<file path="src/rtl/dwt_pkg.sv">
package dwt_pkg;
  typedef enum logic [1:0] {
    PH_IDLE    = 2'd0,
    PH_RUN     = 2'd1,
    PH_EXPIRED = 2'd2
  } phase_e;
endpackage

</file>
<file path="src/rtl/dwt_period_reg.sv">
module dwt_period_reg #(
  parameter int W = 32
) (
  input  logic         clk,
  input  logic         rst_n,
  input  logic         wr_en,
  input  logic [W-1:0] wr_data,
  output logic [W-1:0] period_o
);
  always_ff @(posedge clk or negedge rst_n) begin
    if (!rst_n)     period_o <= '0;
    else if (wr_en) period_o <= wr_data;
  end
endmodule

</file>
<file path="src/rtl/dwt_entry_det.sv">
module dwt_entry_det #(
  parameter int N = 2
) (
  input  logic         clk,
  input  logic         rst_n,
  input  logic [N-1:0] state_i,
  output logic         entry_o,
  output logic         waiting_o
);
  logic [N-1:0] prev_q;
  logic [N-1:0] rise;

  for (genvar g = 0; g < N; g++) begin : g_edge
    assign rise[g] = state_i[g] & ~prev_q[g];
  end

  always_ff @(posedge clk or negedge rst_n) begin
    if (!rst_n) prev_q <= '0;
    else        prev_q <= state_i;
  end

  assign entry_o   = |rise;
  assign waiting_o = |state_i;
endmodule

</file>
<file path="src/rtl/dwt_countdown.sv">
module dwt_countdown
  import dwt_pkg::*;
#(
  parameter int W = 32
) (
  input  logic         clk,
  input  logic         rst_n,
  input  logic         entry_i,
  input  logic         waiting_i,
  input  logic         tick_i,
  input  logic [W-1:0] period_i,
  output logic         fire_o,
  output logic [W-1:0] cnt_o,
  output phase_e       phase_o
);
  localparam logic [W-1:0] ONE = W'(1);

  logic [W-1:0] cnt_q;
  phase_e       phase_q;

  always_comb begin
    fire_o = !entry_i && waiting_i && (phase_q == PH_RUN) && tick_i && (cnt_q <= ONE);
  end

  always_ff @(posedge clk or negedge rst_n) begin
    if (!rst_n) begin
      cnt_q   <= '0;
      phase_q <= PH_IDLE;
    end else if (entry_i) begin
      cnt_q   <= period_i;
      phase_q <= PH_RUN;
    end else if (!waiting_i) begin
      phase_q <= PH_IDLE;
    end else if (fire_o) begin
      cnt_q   <= '0;
      phase_q <= PH_EXPIRED;
    end else if (phase_q == PH_RUN && tick_i) begin
      cnt_q <= cnt_q - ONE;
    end
  end

  assign cnt_o   = cnt_q;
  assign phase_o = phase_q;
endmodule

</file>
<file path="src/rtl/dwt_flag.sv">
module dwt_flag (
  input  logic clk,
  input  logic rst_n,
  input  logic set_i,
  input  logic clr_i,
  output logic flag_o
);
  always_ff @(posedge clk or negedge rst_n) begin
    if (!rst_n)      flag_o <= 1'b0;
    else if (set_i)  flag_o <= 1'b1;
    else if (clr_i)  flag_o <= 1'b0;
  end
endmodule

</file>
<file path="src/rtl/data_wait_timer.sv">
module data_wait_timer
  import dwt_pkg::*;
#(
  parameter int CNT_W = 32
) (
  input  logic             clk,
  input  logic             rst_n,
  input  logic             card_tick_i,
  input  logic             rd_wait_i,
  input  logic             busy_i,
  input  logic             cfg_wr_i,
  input  logic [CNT_W-1:0] cfg_wdata_i,
  output logic [CNT_W-1:0] cfg_rdata_o,
  input  logic             flag_clr_i,
  output logic             timeout_o
);
  localparam int N_WAIT = 2;

  logic [CNT_W-1:0] period_q;
  logic [CNT_W-1:0] cnt;
  logic             entry;
  logic             waiting;
  logic             fire;
  phase_e           phase;

  dwt_period_reg #(.W(CNT_W)) u_period (
    .clk      (clk),
    .rst_n    (rst_n),
    .wr_en    (cfg_wr_i),
    .wr_data  (cfg_wdata_i),
    .period_o (period_q)
  );

  dwt_entry_det #(.N(N_WAIT)) u_entry (
    .clk       (clk),
    .rst_n     (rst_n),
    .state_i   ({busy_i, rd_wait_i}),
    .entry_o   (entry),
    .waiting_o (waiting)
  );

  dwt_countdown #(.W(CNT_W)) u_cnt (
    .clk       (clk),
    .rst_n     (rst_n),
    .entry_i   (entry),
    .waiting_i (waiting),
    .tick_i    (card_tick_i),
    .period_i  (period_q),
    .fire_o    (fire),
    .cnt_o     (cnt),
    .phase_o   (phase)
  );

  dwt_flag u_flag (
    .clk    (clk),
    .rst_n  (rst_n),
    .set_i  (fire),
    .clr_i  (flag_clr_i),
    .flag_o (timeout_o)
  );

  assign cfg_rdata_o = period_q;
endmodule

</file>
<file path="config.mk">
export PLATFORM = sky130hd
export DESIGN_NAME = data_wait_timer
export DESIGN_NICKNAME = d
export VERILOG_FILES = /design/src/rtl/dwt_pkg.sv /design/src/rtl/dwt_period_reg.sv /design/src/rtl/dwt_entry_det.sv /design/src/rtl/dwt_countdown.sv /design/src/rtl/dwt_flag.sv /design/src/rtl/data_wait_timer.sv
export SDC_FILE = /design/constraint.sdc
export NUM_CORES = 1
export LEC_CHECK = 0
export ABC_CLOCK_PERIOD_IN_PS = 2950
export BUFFER_PORTS_ARGS = -buffer_cell sky130_fd_sc_hd__buf_2
export CAP_MARGIN = 20
export CORE_UTILIZATION = 55
export DETAILED_ROUTE_END_ITERATION = 7
export MAX_ROUTING_LAYER = met4
export PLACE_DENSITY = 0.79
export SLEW_MARGIN = 20
export SYNTH_ARGS = -nofsm -noshare
export SYNTH_HDL_FRONTEND = slang
export SYNTH_SLANG_ARGS = --single-unit
</file>
<file path="constraint.sdc">
create_clock -name clk -period 2.95 [get_ports clk]
set_clock_uncertainty 0.2 [all_clocks]
set_input_delay 0.59 -clock clk [delete_from_list [all_inputs] [get_ports clk]]
set_output_delay 0.59 -clock clk [all_outputs]
set_load 0.1 [all_outputs]
</file>
==> reports/qor.txt <==
status -> finished, final reports clean
antenna cells -> 0
Hold Violations, Final -> 0
Pre-antenna DRT Iters -> 4
commonest cells after routing, fill and taps aside -> buf_2 (71), dfrtp_1 (69), mux2_2 (32), o21ai_0 (23), nand2_1 (22)
vias per cell -> 6.17
Mapped Avg Cell Area -> 10.7 µm²
sequential fraction of the synthesis area -> 48.6%
Crit. End Element -> register
Worst setup SP type -> register
Logic pwr share -> 30.0%
Ports -> 72
input/output buffers -> 71
Critical Path Fanout Max -> 26
clk root buf -> clkbuf_8
worst rel slew slack -> 50.1%
RSZ-0062 raised after global routing -> false
Internal -> 1.67 mW
syn_nets -> 373
Synth-to-Final Area Change -> 17.9%
CP Cell Sequence -> inv_1 -> ha_1 -> o211ai_1 -> nor4_4 -> a21o_4 -> o21ai_0 -> a221o_1
initial antenna violation count -> 0
switch share -> 40.0%
M3 GR Usage -> 5.60%
share of cells above drive strength 1 -> 35.0%
asr flop ratio synth -> 100%
Avg WL per Cell -> 17.2 µm
Clock transition at path regs -> 70 ps
clock sinks -> 69
Routed WL -> 8390 µm
Critical Path Max Stage Delay -> 470 ps
setup slack, reg-to-reg -> 410 ps
worst r2r src -> u_cnt.cnt_o[0]$_DFFE_PN0P_
worst hold-check path type -> input pin to asynchronous set/reset pin
kind of critical path -> register to register
Warnings, synthesis -> 0
WP data required -> 2980 ps
M2 GR Usage -> 43.2%
synthesized area -> 3550 µm²
EDFF count, synth -> 0
Die W -> 82.4 µm
Post-CTS Setup Inserts -> 0
vias in the first global route -> 2,837
# hold bufs at CTS -> 0
die area -> 6780 µm²
Pleak -> 1.79 nW
H-Tree Depth -> 3
Final nets -> 449
Post-DRT Antenna Nets -> 0
Die H -> 82.4 µm
R2R depth -> 7
post-CTS sizing -> 0
Period Utilization, post-route -> 86.1%
global placer's final weighted congestion -> 0.916
Synth Instances -> 332
# setup viols final -> 0
pwr/cell area -> 664 nW/µm²
Worst-Margin Slew -> 748 ps
CTS Buf Count -> 9
DRC violations left -> 0
DR iter-0 viols -> 247
critical path arrival -> 2570 ps
power share of the sequential group -> 46.3%
Worst-Skew Late Latency -> 350 ps
CP max-delay cell -> nor4_4
GRT busiest layer -> met2
Yosys cell types -> 52
Yosys reg bits -> 69
largest net degree at the start of global routing -> 40
crit path to -> u_cnt.cnt_o[23]$_DFFE_PN0P_
Clock Path Buffers -> 2
GRT met1 Usage -> 36.4%
commonest non-fill, non-tap cell in the layout -> buf_2
delay-heaviest family, CP -> compound AO/OA/AOI/OAI gates
setup TNS -> 0 ps
FMAX -> 394 MHz
Core ar. -> 6060 µm²
total global-route track usage -> 28.0%
Buf+Inv Stages, Crit Path -> 1
Slew Viols, Final -> 0
Reg-to-Reg End -> u_cnt.cnt_o[23]$_DFFE_PN0P_
clock power share -> 23.7%
Final Power -> 2.78 mW
Sw Pwr -> 1.11 mW
CTS tree -> built
GRT overflow -> 0
Max VDD drop -> 460 µV
Row Count -> 28
minimum clock period -> 2540 ps
Via Count -> 3,005
Most used DFF post-synth -> dfrtp_1
WP depth -> 7
max cap viols -> 0
Worst Setup SP -> u_cnt.cnt_o[0]$_DFFE_PN0P_
Initial Util -> 58.6%
DP Wirelength -> 5700 µm
first-pass GRT wire length -> 13,600 µm
[worst min-delay path by stage]
stage,end,slack (ps),cells past startpoint
2_1_floorplan,u_cnt.cnt_o[0]$_DFFE_PN0P_,90,0
3_3_place_gp,u_cnt.cnt_o[17]$_DFFE_PN0P_,270,1
3_5_place_dp,u_cnt.cnt_o[17]$_DFFE_PN0P_,290,1
4_1_cts,u_period.period_o[20]$_DFFE_PN0P_,90,1
5_1_grt,u_cnt.cnt_o[18]$_DFFE_PN0P_,120,1
6_report,u_period.period_o[20]$_DFFE_PN0P_,60,1
[metrics by stage]
stage	cell area, µm²	std cells	utilization [%]	hold WS (ps)	setup slack (ps)
after floorplan	3550	332	-	94.4	590
after global placement	4030	472	66.5	267	465
after detailed placement	4030	472	66.5	291	401
after CTS	4190	487	69.1	91.8	447
after global routing	4190	487	69.1	123	297
final	4190	487	69.1	63.6	411
[synthesized netlist by cell type (2+ instances only)]
cell type,count,area share [%]
dfrtp_1,69,49
mux2_2,32,10
o21ai_0,23,3.2
nand2_1,22,2.3
nor2_1,17,1.8
a21oi_1,13,1.8
a22oi_1,13,2.7
clkbuf_1,11,1.2
nor3_1,11,1.5
inv_1,10,1.1
nand3_1,8,1.1
a32oi_1,7,1.7
o2bb2ai_1,7,1.7
nor4_1,6,1.1
or4_1,5,1.1
a221o_1,4,1.1
buf_2,4,0.56
mux2i_1,4,1.1
o311ai_0,4,0.99
or4_4,4,1.3
a22o_1,3,0.74
and2_1,3,0.53
and3_1,3,0.53
buf_1,3,0.32
nand4_1,3,0.53
o211ai_1,3,0.63
o22ai_1,3,0.53
o31ai_1,3,0.63
a21boi_0,2,0.42
a21o_1,2,0.42
ha_1,2,0.70
nand2b_1,2,0.35
nand3b_1,2,0.42
nor2_4,2,0.63
nor3_4,2,0.92
o21ai_1,2,0.28
o31a_1,2,0.49
or3_1,2,0.35
[per-layer routing]
layer | up-vias | wire length, µm
li1 | 1413 | -
met1 | 1469 | 3790
met2 | 114 | 3940
met3 | 9 | 552
met4 | 0 | 104
met5 | - | 0
[state kept, by name (all words and copies together) (netlist names)]
signal / flops
u_cnt.cnt_o: 32
u_period.period_o: 32
u_cnt.phase_o: 2
u_entry.prev_q: 2
u_flag.flag_o: 1
[power by group through the flow]
stage	clock network, mW	logic (mW)	registers (mW)
after floorplan	0	0.338	1.57
after global placement	0	0.818	1.28
after detailed placement	0	0.835	1.30
after CTS	0.660	0.838	1.28
after global routing	0.707	0.898	1.31
final	0.659	0.836	1.29
[area by class of cell]
| type | instances | area, µm² |
|---|---|---|
| clock buffers | 13 | 149 |
| fillers | 484 | 1870 |
| multi-input cells | 234 | 1700 |
| inverters | 10 | 37.5 |
| clock inverters | 2 | 10.0 |
| well taps | 75 | 93.8 |
| flip-flops and latches | 69 | 1730 |
| repair buffers | 84 | 465 |
[cells by family (layout without fill, tap and decap cells)]
kind of cell,after synthesis,count (layout),synth area share [%]
AOI/OAI and AO/OA,94,94,18.5
adders and majority gates,2,2,0.704
buffers and inverters,29,109,3.42
DFF,69,69,48.6
muxes,36,36,11.3
and+or+nand+nor,102,102,17.5
Power figures use the tool's default switching activity.
